$ cat config.mk
export PLATFORM = sky130hd
export DESIGN_NAME = tap_drift_corr
export DESIGN_NICKNAME = d
export VERILOG_FILES = /design/src/rtl/tap_drift_pkg.sv /design/src/rtl/drift_req_decode.sv /design/src/rtl/tap_stepper.sv /design/src/rtl/tap_drift_corr.sv
export SDC_FILE = /design/constraint.sdc
export NUM_CORES = 1
export LEC_CHECK = 0
export BUFFER_PORTS_ARGS = -buffer_cell sky130_fd_sc_hd__clkbuf_2
export CORE_MARGIN = 2
export CORE_UTILIZATION = 40
export CTS_BUF_LIST = sky130_fd_sc_hd__clkbuf_16
export DETAILED_ROUTE_END_ITERATION = 7
export GPL_ROUTABILITY_DRIVEN = 0
export PLACE_DENSITY = 0.87
export SLEW_MARGIN = 30
export SYNTH_ARGS = -nofsm -noshare
export SYNTH_HDL_FRONTEND = slang
export SYNTH_SLANG_ARGS = --single-unit
$ cat constraint.sdc
create_clock -name clk -period 4.25 [get_ports clk]
set_input_delay 0.2125 -clock clk [delete_from_list [all_inputs] [get_ports clk]]
set_output_delay 0.2125 -clock clk [all_outputs]
set_load 0.03 [all_outputs]
$ cat src/rtl/tap_drift_pkg.sv
package tap_drift_pkg;
    typedef enum logic [1:0] {
        ACT_NONE   = 2'd0,
        ACT_UP     = 2'd1,
        ACT_DOWN   = 2'd2,
        ACT_RETUNE = 2'd3
    } drift_act_e;

    localparam int DRIFT_DOWN_BIT = 0;
    localparam int DRIFT_UP_BIT   = 1;
    localparam int DRIFT_ERR_BIT  = 2;
    localparam int CMD_DOWN_BIT   = 8;
    localparam int CMD_UP_BIT     = 24;
endpackage

$ cat src/rtl/drift_req_decode.sv
module drift_req_decode
    import tap_drift_pkg::*;
(
    input  logic        auto_mode,
    input  logic        ddr_mode,
    input  logic [2:0]  drift_req,
    input  logic [31:0] cmd_cmp,
    output drift_act_e  act,
    output logic        clear_req
);
    logic cmd_up, cmd_dn;

    assign cmd_up = cmd_cmp[CMD_UP_BIT];
    assign cmd_dn = cmd_cmp[CMD_DOWN_BIT];

    always_comb begin
        act       = ACT_NONE;
        clear_req = 1'b0;
        if (auto_mode) begin
            // hardware moves the tap itself; only an error matters
            if (drift_req[DRIFT_ERR_BIT]) begin
                act       = ACT_RETUNE;
                clear_req = 1'b1;
            end
        end else if (|drift_req) begin
            clear_req = 1'b1;
            if (ddr_mode) begin
                if (cmd_up && cmd_dn)  act = ACT_RETUNE;
                else if (cmd_up)       act = ACT_UP;
                else if (cmd_dn)       act = ACT_DOWN;
            end else begin
                if (drift_req[DRIFT_ERR_BIT])       act = ACT_RETUNE;
                else if (drift_req[DRIFT_UP_BIT])   act = ACT_UP;
                else if (drift_req[DRIFT_DOWN_BIT]) act = ACT_DOWN;
            end
        end
    end
endmodule

$ cat src/rtl/tap_stepper.sv
module tap_stepper #(
    parameter int NUM_TAPS = 8,
    parameter int TAP_W    = $clog2(NUM_TAPS)
) (
    input  logic [TAP_W-1:0]    cur_tap,
    input  logic                step_up,
    input  logic [NUM_TAPS-1:0] bad_mask,
    output logic [TAP_W-1:0]    next_tap,
    output logic                next_bad
);
    localparam logic [TAP_W-1:0] TOP_TAP = TAP_W'(NUM_TAPS - 1);

    always_comb begin
        if (step_up) next_tap = (cur_tap == TOP_TAP) ? '0 : cur_tap + 1'b1;
        else         next_tap = (cur_tap == '0) ? TOP_TAP : cur_tap - 1'b1;
        next_bad = bad_mask[next_tap];
    end
endmodule

$ cat src/rtl/tap_drift_corr.sv
module tap_drift_corr
    import tap_drift_pkg::*;
#(
    parameter int NUM_TAPS = 8,
    parameter int TAP_W    = $clog2(NUM_TAPS)
) (
    input  logic                clk,
    input  logic                rst_n,
    input  logic                load_i,
    input  logic [TAP_W-1:0]    load_tap_i,
    input  logic                check_i,
    input  logic                timing_ok_i,
    input  logic                tuning_i,
    input  logic                auto_mode_i,
    input  logic                ddr_mode_i,
    input  logic                half_tap_i,
    input  logic [2:0]          drift_req_i,
    input  logic [31:0]         cmd_cmp_i,
    input  logic [NUM_TAPS-1:0] bad_tap_mask_i,
    input  logic [NUM_TAPS-1:0] tune_map_i,
    output logic [TAP_W-1:0]    tap_o,
    output logic                tap_wr_o,
    output logic [TAP_W-1:0]    tap_wr_val_o,
    output logic                status_clr_o,
    output logic                retune_o
);
    typedef struct packed {
        logic [TAP_W-1:0] tap;
        logic             wr;
        logic [TAP_W-1:0] wr_val;
        logic             clr;
        logic             retune;
    } corr_state_t;

    corr_state_t state_d, state_q;

    drift_act_e       act;
    logic             clear_req;
    logic             active;
    logic [TAP_W-1:0] step_tap;
    logic             step_bad;

    drift_req_decode u_decode (
        .auto_mode (auto_mode_i),
        .ddr_mode  (ddr_mode_i),
        .drift_req (drift_req_i),
        .cmd_cmp   (cmd_cmp_i),
        .act       (act),
        .clear_req (clear_req)
    );

    tap_stepper #(.NUM_TAPS(NUM_TAPS), .TAP_W(TAP_W)) u_step (
        .cur_tap  (state_q.tap),
        .step_up  (act == ACT_UP),
        .bad_mask (bad_tap_mask_i),
        .next_tap (step_tap),
        .next_bad (step_bad)
    );

    // four-tap double-data-rate: retuning cannot help, skip entirely
    assign active = check_i && timing_ok_i && !tuning_i && !(ddr_mode_i && half_tap_i);

    always_comb begin
        state_d        = state_q;
        state_d.wr     = 1'b0;
        state_d.clr    = 1'b0;
        state_d.retune = 1'b0;
        if (load_i) begin
            state_d.tap = load_tap_i;
        end else if (active) begin
            state_d.clr = clear_req;
            unique case (act)
                ACT_RETUNE: state_d.retune = 1'b1;
                ACT_UP, ACT_DOWN: begin
                    if (step_bad) begin
                        state_d.retune = tune_map_i[state_q.tap];
                    end else begin
                        state_d.tap    = step_tap;
                        state_d.wr     = 1'b1;
                        state_d.wr_val = half_tap_i ? (step_tap >> 1) : step_tap;
                    end
                end
                default: ;
            endcase
        end
    end

    always_ff @(posedge clk or negedge rst_n) begin
        if (!rst_n) state_q <= '0;
        else        state_q <= state_d;
    end

    assign tap_o        = state_q.tap;
    assign tap_wr_o     = state_q.wr;
    assign tap_wr_val_o = state_q.wr_val;
    assign status_clr_o = state_q.clr;
    assign retune_o     = state_q.retune;
endmodule

Word level (Yosys, flattened, before mapping) --
Cells that the tools add are included.
Cells by class: multiplexer cells 28, $lt $le $gt $ge 2, $add $sub $neg 2, reductions and logical operators 14, equality and inequality tests 5, bitwise logic cells 2
Operator list (number):
- 2-bit 2-to-1 mux | 10
- 3-bit 2-to-1 mux | 5
- 7-bit 2-to-1 mux | 2
- 9-bit 2-to-1 mux | 1
- 3-bit by 4-bit less-than comparator with 1-bit output, second input constant | 2
- 1-bit binary-select mux with 3-bit select | 2
- 1-bit 2-to-1 mux | 6
- 6-bit 2-to-1 mux | 1
- 1-bit logical AND | 5
- 2-bit equality test, second input constant | 2
- 4-bit AND reduction | 1
- 2-bit nonzero test | 2
- 3-bit by 1-bit adder with 3-bit output, second input constant | 1
- 3-bit equality test, second input constant | 1
- 3-bit logical NOT | 1
- 3-bit AND reduction | 1
- 3-bit OR reduction | 1
- 3-bit by 1-bit subtractor with 3-bit output, second input constant | 1
- 2-bit by 1-bit equality test with 1-bit output, second input constant | 1
- 1-bit logical NOT | 2
- 2-bit != test, second input constant | 1
- 1-bit inverter | 2
- 1-bit case mux with 2 select lines | 1
- 2-bit OR reduction | 1
Word-level totals: register bits after elaboration 9, word-level logic and storage cells 58, output and inout port bits 9

Depth between registers and ports, before layout --
Gate-level depths: netlist of the first run.
depth in word-level cells 14, gate-level depth with buffers 13, gate-level depth less buffers 11

Cells and area by module --
From an unflattened synthesis of the first run, not the netlist that was laid out.
Second synthesis, totals: cell total of the unflattened synthesis 80, area, all modules 862.1 um2
Modules (own cells, without submodules):
- tap_drift_corr | instances 1, cells an instance 46, area each 576.8 um2
- tap_stepper | instances 1, cells an instance 25, area each 225.2 um2
- drift_req_decode | instances 1, cells an instance 9, area each 60.1 um2

Worst setup path after synthesis of the first run --
OpenSTA, ideal clock, no wires.
kind register to register, start point reg state_q, in the netlist tap_o[0], end point reg state_q, in the netlist tap_wr_val_o[0], stages on the path, launching flop included 11, buffers on the path 2, setup time 0.125 ns, arrival 2.443 ns, slack 1.682 ns, cells stage by stage dfrtp_1 -> buf_2 -> inv_1 -> ha_1 -> xor2_1 -> a2bb2oi_1 -> a221o_1 -> nand3b_1 -> and3b_1 -> buf_6 -> mux2_2
On the way: longest elaborated chain between the ends 7, elaborated cells on any way between the ends 12, those cells by class add/sub (2); eq/ne (1); mux (6); bitwise (1); reduce/logical (2)
Ends and longest elaborated chain:
- start: declaration | RTL line tap_drift_corr.sv:35 | corr_state_t state_d, state_q;
- start signal: assignment | RTL line tap_drift_corr.sv:90 | else state_q <= state_d;
- 3-bit by 1-bit subtractor with 3-bit output, or another cell as far along | RTL line tap_stepper.sv:15 | else next_tap = (cur_tap == '0) ? TOP_TAP : cur_tap - 1'b1;
- 3-bit 2-to-1 mux, on equally long branches | RTL line tap_stepper.sv:15, tap_stepper.sv:14
- 3-bit 2-to-1 mux (*) | RTL line tap_stepper.sv:14 | if (step_up) next_tap = (cur_tap == TOP_TAP) ? '0 : cur_tap + 1'b1;
- 1-bit binary-select mux with 3-bit select | RTL line tap_stepper.sv:16 | next_bad = bad_mask[next_tap];
- 1-bit 2-to-1 mux (implied by the code) | RTL line tap_stepper.sv:16
- 1-bit inverter (no line)
- 4-bit AND reduction (no line)
Every way passes the cells marked *; elsewhere a longest branch is shown, timed or not. The select of a mux whose other input is x is not followed. A chain may end at the register's enable or synchronous reset.

Final worst setup path of the first run --
start point reg state_q, in the netlist tap_o[0], end point reg state_q, in the netlist tap_wr_val_o[2]
Same word-level chain as after synthesis.

==> results of run 1 <==
-- final cells by class --
type                            count  area [um2]
Timing Repair Buffer               42         215
Clock inverter                      1        3.75
Clock buffer                        3        75.1
Fill cell                         174         835
Sequential cell                     9         225
Inverter                            7        26.3
Multi-Input combinational cell     69         548
Tap cell                           27        33.8
-- power by group through the flow --
| stage | logic (uW) | clock network (uW) | registers (uW) |
|---|---|---|---|
| finish | 172 | 163 | 116 |
| global route | 186 | 169 | 117 |
| CTS | 172 | 164 | 116 |
| detailed placement | 169 | 0 | 117 |
| global placement | 164 | 0 | 115 |
| floorplan | 93.4 | 0 | 142 |
-- kinds of logic (layout without fill, tap and decap cells) --
logic type	after synthesis	count (layout)
XOR/XNOR	2	2
AO/OA/AOI/OAI	27	27
AND/OR/NAND/NOR	27	27
multiplexers	6	6
adder cells (fa/ha/maj)	7	7
buffers and inverters	10	53
flip-flops	9	9
-- stage by stage --
stage | utilization, % | area [um2] | power (uW) | std cells | setup WS, ns
3_5_place_dp | 52.9 | 1040 | 285 | 153 | 1.35
2_1_floorplan | - | 827 | 235 | 88 | 1.68
4_1_cts | 57.5 | 1130 | 452 | 158 | 1.49
3_3_place_gp | 52.9 | 1040 | 279 | 153 | 1.45
6_report | 57.5 | 1130 | 450 | 158 | 1.48
5_1_grt | 57.5 | 1130 | 472 | 158 | 1.31
-- cell usage in the layout, fill, tap and decap left out, types with 3 or more instances in the layout --
cell type  count
mux2_2         3
o21ai_0        3
a21oi_1        4
inv_1          8
ha_1           7
a211oi_1       5
a221o_1        4
clkbuf_2      41
dfrtp_1        9
nor2_1         8
clkbuf_16      3
nand2_1        4
-- routing by layer --
| layer | wire length (um) | vias to the layer above | share of wire [%] |
|---|---|---|---|
| li1 | - | 414 | - |
| met1 | 883 | 380 | 42 |
| met2 | 1110 | 33 | 53 |
| met3 | 100 | 2 | 4.7 |
| met4 | 10 | 0 | 0.47 |
| met5 | 0 | - | 0 |
-- synthesized netlist by cell type (all sizes together) --
| cell | count | share of area (%) |
|---|---|---|
| o211ai | 1 | 0.91 |
| nand3b | 2 | 1.8 |
| xnor2 | 1 | 1.1 |
| ha | 7 | 11 |
| a211oi | 5 | 4.5 |
| o21a | 1 | 0.91 |
| nor2b | 2 | 1.5 |
| inv | 7 | 3.2 |
| and2 | 2 | 1.5 |
| o221a | 2 | 2.7 |
| a21oi | 4 | 2.4 |
| or3b | 1 | 1.4 |
| nand2 | 4 | 1.8 |
| a2bb2oi | 1 | 1.1 |
| dfrtp | 9 | 27 |
| and3b | 1 | 1.1 |
| nand3 | 1 | 0.60 |
| xor2 | 1 | 1.1 |
| o21ai | 4 | 2.9 |
| mux2i | 1 | 1.2 |
| mux2 | 3 | 4.1 |
| a221o | 4 | 4.8 |
| a31oi | 1 | 0.76 |
| buf | 3 | 3.3 |
| o211a | 1 | 1.2 |
| mux4 | 2 | 5.4 |
| nand2b | 3 | 2.6 |
| nor3 | 2 | 1.2 |
| o22ai | 2 | 1.5 |
| nor2 | 8 | 3.6 |
| o22a | 1 | 1.1 |
| nor3b | 1 | 0.91 |
-- final timing paths --
kind | startpoint | end | depth (start not counted)
worst min register to register | tap_wr_val_o[1] | tap_wr_val_o[1] | 1
min in group asynchronous | rst_n | tap_o[0] | 2
worst min-delay path | load_tap_i[2] | tap_o[2] | 2
worst max register to register | tap_o[0] | tap_wr_val_o[2] | 8
max in group asynchronous | rst_n | tap_wr_val_o[1] | 2
worst max-delay path | tap_o[0] | tap_wr_val_o[2] | 8
-- flip-flops by register name, indices dropped and copies added, names as in the netlist --
signal,flops
status_clr_o,1
tap_wr_val_o,3
tap_wr_o,1
tap_o,3
retune_o,1
==> flow_metrics.env, run 1 <==
export IMPL_dp_hpwl_um=1730
export IMPL_portBuffers=41
export IMPL_critPathSlowestCell="dfrtp_1"
export IMPL_avgSynthCellArea_um2=9.40
export IMPL_grtUsageMet1_pct=20.0
export IMPL_switching_power_uw=152
export IMPL_busiest_layer="met2"
export IMPL_start_kind="register"
export IMPL_setup_viol=0
export IMPL_ys_types=35
export IMPL_final_min_clock_period_ns=2.77
export IMPL_io_pins=72
export IMPL_synth_cells=88
export IMPL_cellPowerDensity_nw_per_um2=399
export IMPL_rsz0062_at_grt="false"
export IMPL_cp_required_ns=4.36
export IMPL_worst_slew_pin_slew_ns=0.457
export IMPL_overflow=0
export IMPL_ys_seq_area_share_pct=27.2
export IMPL_drv_slew=0
export IMPL_max_stage_delay_ns=0.59
export IMPL_routed_wl_um=2110
export IMPL_critPathMaxFanout=11
export IMPL_drv_cap=0
export IMPL_drt_iter0_markers=8
export IMPL_cts_tree="done"
export IMPL_synthSimpleGateAreaFrac_pct=18.0
export IMPL_vias_per_cell=5.25
export IMPL_ys_ff_latch=9
export IMPL_slew_headroom_pct=69.4
export IMPL_grt_max_degree=12
export IMPL_netlist_area_um2=827
export IMPL_post_cts_resized=0
export IMPL_cts_path_max_buffers=2
export IMPL_start_util_pct=42.2
export IMPL_track_usage_pct=18.3
export IMPL_nets=202
export IMPL_internal_power_uw=298
export IMPL_cp_cell_sequence="inv_1 > ha_1 > xnor2_1 > o22ai_1 > o221a_2 > o21ai_2 > and3b_1 > mux2_2"
export IMPL_clk_insertion_delay_late_ns=0.23
export IMPL_root_buffer="clkbuf_16"
export IMPL_period_share_pct=65.2
export IMPL_path_class="register to register"
export IMPL_wire_per_inst_um=13.3
export IMPL_antenna_found_initial=0
export IMPL_numCtsBuffers=3
export IMPL_ctsHtreeMaxLevel=1
export IMPL_cts_setup_buffers=0
export IMPL_synth_compound_area_share_pct=24.8
export IMPL_hp_class="input pin to register"
export IMPL_grt_use_met3_pct=2.12
export IMPL_core_area_um2=1960
export IMPL_clock_power_share_pct=36.2
export IMPL_setup_tns_final_ns=0
export IMPL_clock_fmax_ghz=0.361
export IMPL_endpoint_kind="register"
export IMPL_arrival_ns=2.88
export IMPL_vias=829
export IMPL_synth_top_family_by_area="compound AO/OA/AOI/OAI gates"
export IMPL_syn_nets=158
export IMPL_netSwitchingFraction_pct=33.8
export IMPL_rows=16
export IMPL_p_leak_uw=0.000581
export IMPL_ir_drop_mv=0.202
export IMPL_drtPass1Iterations=3
export IMPL_area_growth_syn_to_layout_pct=36.3
export IMPL_grt_pass1_wl_um=3510
export IMPL_path_buf_inv=1
export IMPL_die_w_um=49.5
export IMPL_grt_pass1_vias=864
export IMPL_antenna_diode_count=0
export IMPL_met2_usage_pct=36.3
export IMPL_die_height_um=49.5
export IMPL_status="finished, final reports clean"
export IMPL_fin_skew_ns=0.00189
export IMPL_cp_top_family="flip-flops"
export IMPL_comb_power_share_pct=38.2
export IMPL_seqPwrFrac_pct=25.7
export IMPL_r2r_slack_ns=1.48
export IMPL_timing_hold_ws_ns=0.226
export IMPL_cts_hold_fix_buffers=1
export IMPL_muxShareOfSynthArea_pct=10.7
export IMPL_ant_nets=0
export IMPL_drc=0
export IMPL_synthAdderAreaFrac_pct=10.6
export IMPL_hold_viol_final=0
export IMPL_yosys_warnings=0
export IMPL_synthXorXnorAreaFrac_pct=2.12
export IMPL_cts_reportedPaths_clkPinSlew_ns=0.04
export IMPL_drive_above_1_share_pct=41.2
export IMPL_dieArea_um2=2450
export IMPL_cts_sinks=9
No activity file was read; power rests on OpenSTA's default activity.
==> run 2, diff against run 1 <==
Settings changed: ABC_AREA from default to 1, CORE_UTILIZATION 40 to 34, PLACE_DENSITY 0.87 to 0.79.
Clock period 4.25 ns to 2.3 ns, I/O delays scaled along.
==> run 2 against run 1 <==
Non-clock buffer count is the same. Via count grew 10%. Register-to-register slack lost 1.1 ns. Power grew 83%. Critical path depth grew 4. Maximum frequency grew 43%. Wire length shrank 13%. Sequential cell count is the same. Sequential power grew 80%. Critical path type unchanged. Highest routed layer unchanged.
==> flow_metrics.env, run 2 <==
export IMPL_arrival_ns=2.06
export IMPL_period_share_pct=84.3
export IMPL_clock_fmax_ghz=0.516
export IMPL_track_usage_pct=13.0
export IMPL_final_util_pct=48.7
export IMPL_drt_iter0_markers=12
export IMPL_synth_edf_count=0
export IMPL_drv_cap=0
export IMPL_cts_reportedPaths_clkPinSlew_ns=0.04
export IMPL_die_w_um=53.7
export IMPL_cellPowerDensity_nw_per_um2=702
export IMPL_nFillCells=240
export IMPL_setup_viol=0
export IMPL_internal_power_uw=526
export IMPL_final_cell_mix="clkbuf_2 (41), nand2_1 (32), inv_1 (23)"
export IMPL_synth_area_leaders="dfrtp_1 (27%), nand2_1 (14%), ha_1 (10%)"
export IMPL_dieArea_um2=2890
export IMPL_area_growth_syn_to_layout_pct=39.4
export IMPL_start_kind="register"
export IMPL_reg2regPathDepth=12
export IMPL_dp_hpwl_um=1500
export IMPL_cts_path_max_buffers=2
export IMPL_setup_tns_final_ns=0
export IMPL_comb_power_share_pct=39.0
export IMPL_drive_above_1_share_pct=31.1
export IMPL_grt_pass1_wl_um=2670
export IMPL_antenna_found_initial=0
export IMPL_core_area_um2=2410
export IMPL_syn_nets=201
export IMPL_status="finished, final reports clean"
export IMPL_vias_per_cell=4.43
export IMPL_vias=916
export IMPL_io_pins=72
export IMPL_synth_flop_cell="dfrtp_1"
export IMPL_root_buffer="clkbuf_16"
export IMPL_path_class="register to register"
export IMPL_netSwitchingFraction_pct=36.1
export IMPL_nets=248
export IMPL_ys_types=18
export IMPL_portBuffers=41
export IMPL_rsz0062_at_grt="false"
export IMPL_timing_hold_ws_ns=0.173
export IMPL_crit_start="tap_o[0]"
export IMPL_endpoint_kind="register"
export IMPL_clock_power_share_pct=35.7
export IMPL_synth_cells=131
export IMPL_drtPass1Iterations=4
export IMPL_rows=18
export IMPL_placed_cells=202
export IMPL_stdcell_count=207
export IMPL_start_util_pct=34.9
export IMPL_numCtsBuffers=3
export IMPL_netlist_area_um2=841
export IMPL_grt_max_degree=10
export IMPL_seqCellArea_um2=225
export IMPL_antenna_diode_count=0
export IMPL_switching_power_uw=297
export IMPL_r2r_start="tap_o[0]"
export IMPL_seqPwrFrac_pct=25.3
export IMPL_overflow=0
export IMPL_ys_ff_latch=9
export IMPL_cts_setup_buffers=0
export IMPL_wire_per_inst_um=8.85
export IMPL_critPathMaxFanout=8
export IMPL_ctsHtreeMaxLevel=1
export IMPL_ys_seq_area_share_pct=26.8
export IMPL_slew_headroom_pct=81.1
export IMPL_grt_pass1_vias=687
export IMPL_final_min_clock_period_ns=1.94
export IMPL_drc=0
export IMPL_ant_nets=0
export IMPL_p_leak_uw=0.000720
export IMPL_r2r_slack_ns=0.36
export IMPL_cp_required_ns=2.42
export IMPL_hold_viol_final=0
export IMPL_cts_sinks=9
export IMPL_hp_class="input pin to register"
export IMPL_avgSynthCellArea_um2=6.42
export IMPL_final_common_cell="clkbuf_2"
export IMPL_yosys_warnings=0
export IMPL_clk_insertion_delay_late_ns=0.23
export IMPL_cts_hold_fix_buffers=1
export IMPL_die_height_um=53.7
export IMPL_synth_most_common_cell="nand2_1"
export IMPL_drv_slew=0
export IMPL_fin_skew_ns=0.00133
export IMPL_yosysTopAreaCellShare_pct=26.8
export IMPL_multi_input_area_um2=526
export IMPL_synth_common_cells="nand2_1 (32), inv_1 (22), nand3_1 (15), nor2_1 (14), o21ai_0 (10)"
export IMPL_synth_area_leader_cell="dfrtp_1"
export IMPL_cts_tree="done"
export IMPL_post_cts_resized=0
export IMPL_rr_endpoint="tap_o[1]"
export IMPL_routed_wl_um=1830
export IMPL_crit_end="tap_o[1]"
export IMPL_ir_drop_mv=0.574
export IMPL_worst_slew_pin_slew_ns=0.283
export IMPL_async_reset_ff_share_pct=100
## run 2: changes by cell type after synthesis, sizes merged, moves of 3 or more
cell,previous run,this run
a211oi,5,0
a221o,4,0
buf,3,0
inv,7,24
mux2,3,0
nand2,4,38
nand2b,3,0
nand3,1,16
nor2,8,14
o21ai,4,13
## run 2: cell families (layout without fill, tap and decap cells)
family / after synthesis / in the layout / share of synthesized area, %
AOI/OAI and AO/OA: 19 / 19 / 11.6
xor gates and xnor gates: 1 / 1 / 1.94
adders and majority gates: 7 / 7 / 10.4
buffers and inverters: 24 / 70 / 10.7
DFF: 9 / 9 / 26.8
and+or+nand+nor: 71 / 71 / 38.5
## run 2: worst max-delay path, stage by stage (launching register included)
cell and delay, ns:
dfrtp_1 0.47, inv_2 0.12, ha_1 0.34, xor2_2 0.27, inv_2 0.09, nand3_1 0.09, nand2_1 0.07, nand2_2 0.10
nand2_4 0.08, nand3_1 0.07, nand2_1 0.05, inv_1 0.04, nand2_1 0.04
## run 2: worst min path at each step
stage | from | endpoint | slack [ns] | depth (start not counted)
after floorplan | rst_n | retune_o | -0.18 | 0
after global placement | rst_n | tap_wr_o | -0.02 | 1
after detailed placement | rst_n | tap_wr_o | -0.02 | 1
after CTS | load_tap_i[0] | tap_o[0] | 0.17 | 5
after global routing | load_tap_i[0] | tap_o[0] | 0.20 | 5
final | load_tap_i[0] | tap_o[0] | 0.17 | 5
## run 2: area by class of cell
cell class / instances / area share (%)
multi-input combinational: 98 / 44.8
sequential: 9 / 19.2
clock inverter: 1 / 0.320
inverter: 24 / 7.68
timing repair buffer: 42 / 18.4
tap: 30 / 3.20
clock buffer: 3 / 6.40
## run 2: power by group through the flow
stage | clock [uW] | combinational, uW | sequential, uW
6_report | 294 | 321 | 209
5_1_grt | 315 | 357 | 212
4_1_cts | 299 | 323 | 209
3_5_place_dp | 0 | 318 | 211
3_3_place_gp | 0 | 316 | 211
2_1_floorplan | 0 | 172 | 264
## run 2: metrics by stage
step	cell area (um2)	total power (uW)	worst slack, ns
global route	1170	885	0.139
CTS	1170	831	0.358
floorplan	841	436	0.388
detailed placement	1080	529	0.164
finish	1170	823	0.361
global placement	1080	528	0.188
## run 2: layer usage
metal | up-vias | part of all wire, % | GRT usage [%]
li1 | 505 | - | -
met1 | 381 | 47 | 15.7
met2 | 28 | 46 | 21.7
met3 | 2 | 6.6 | 5.00
met4 | 0 | 0.38 | 2.56
met5 | - | 0 | 0
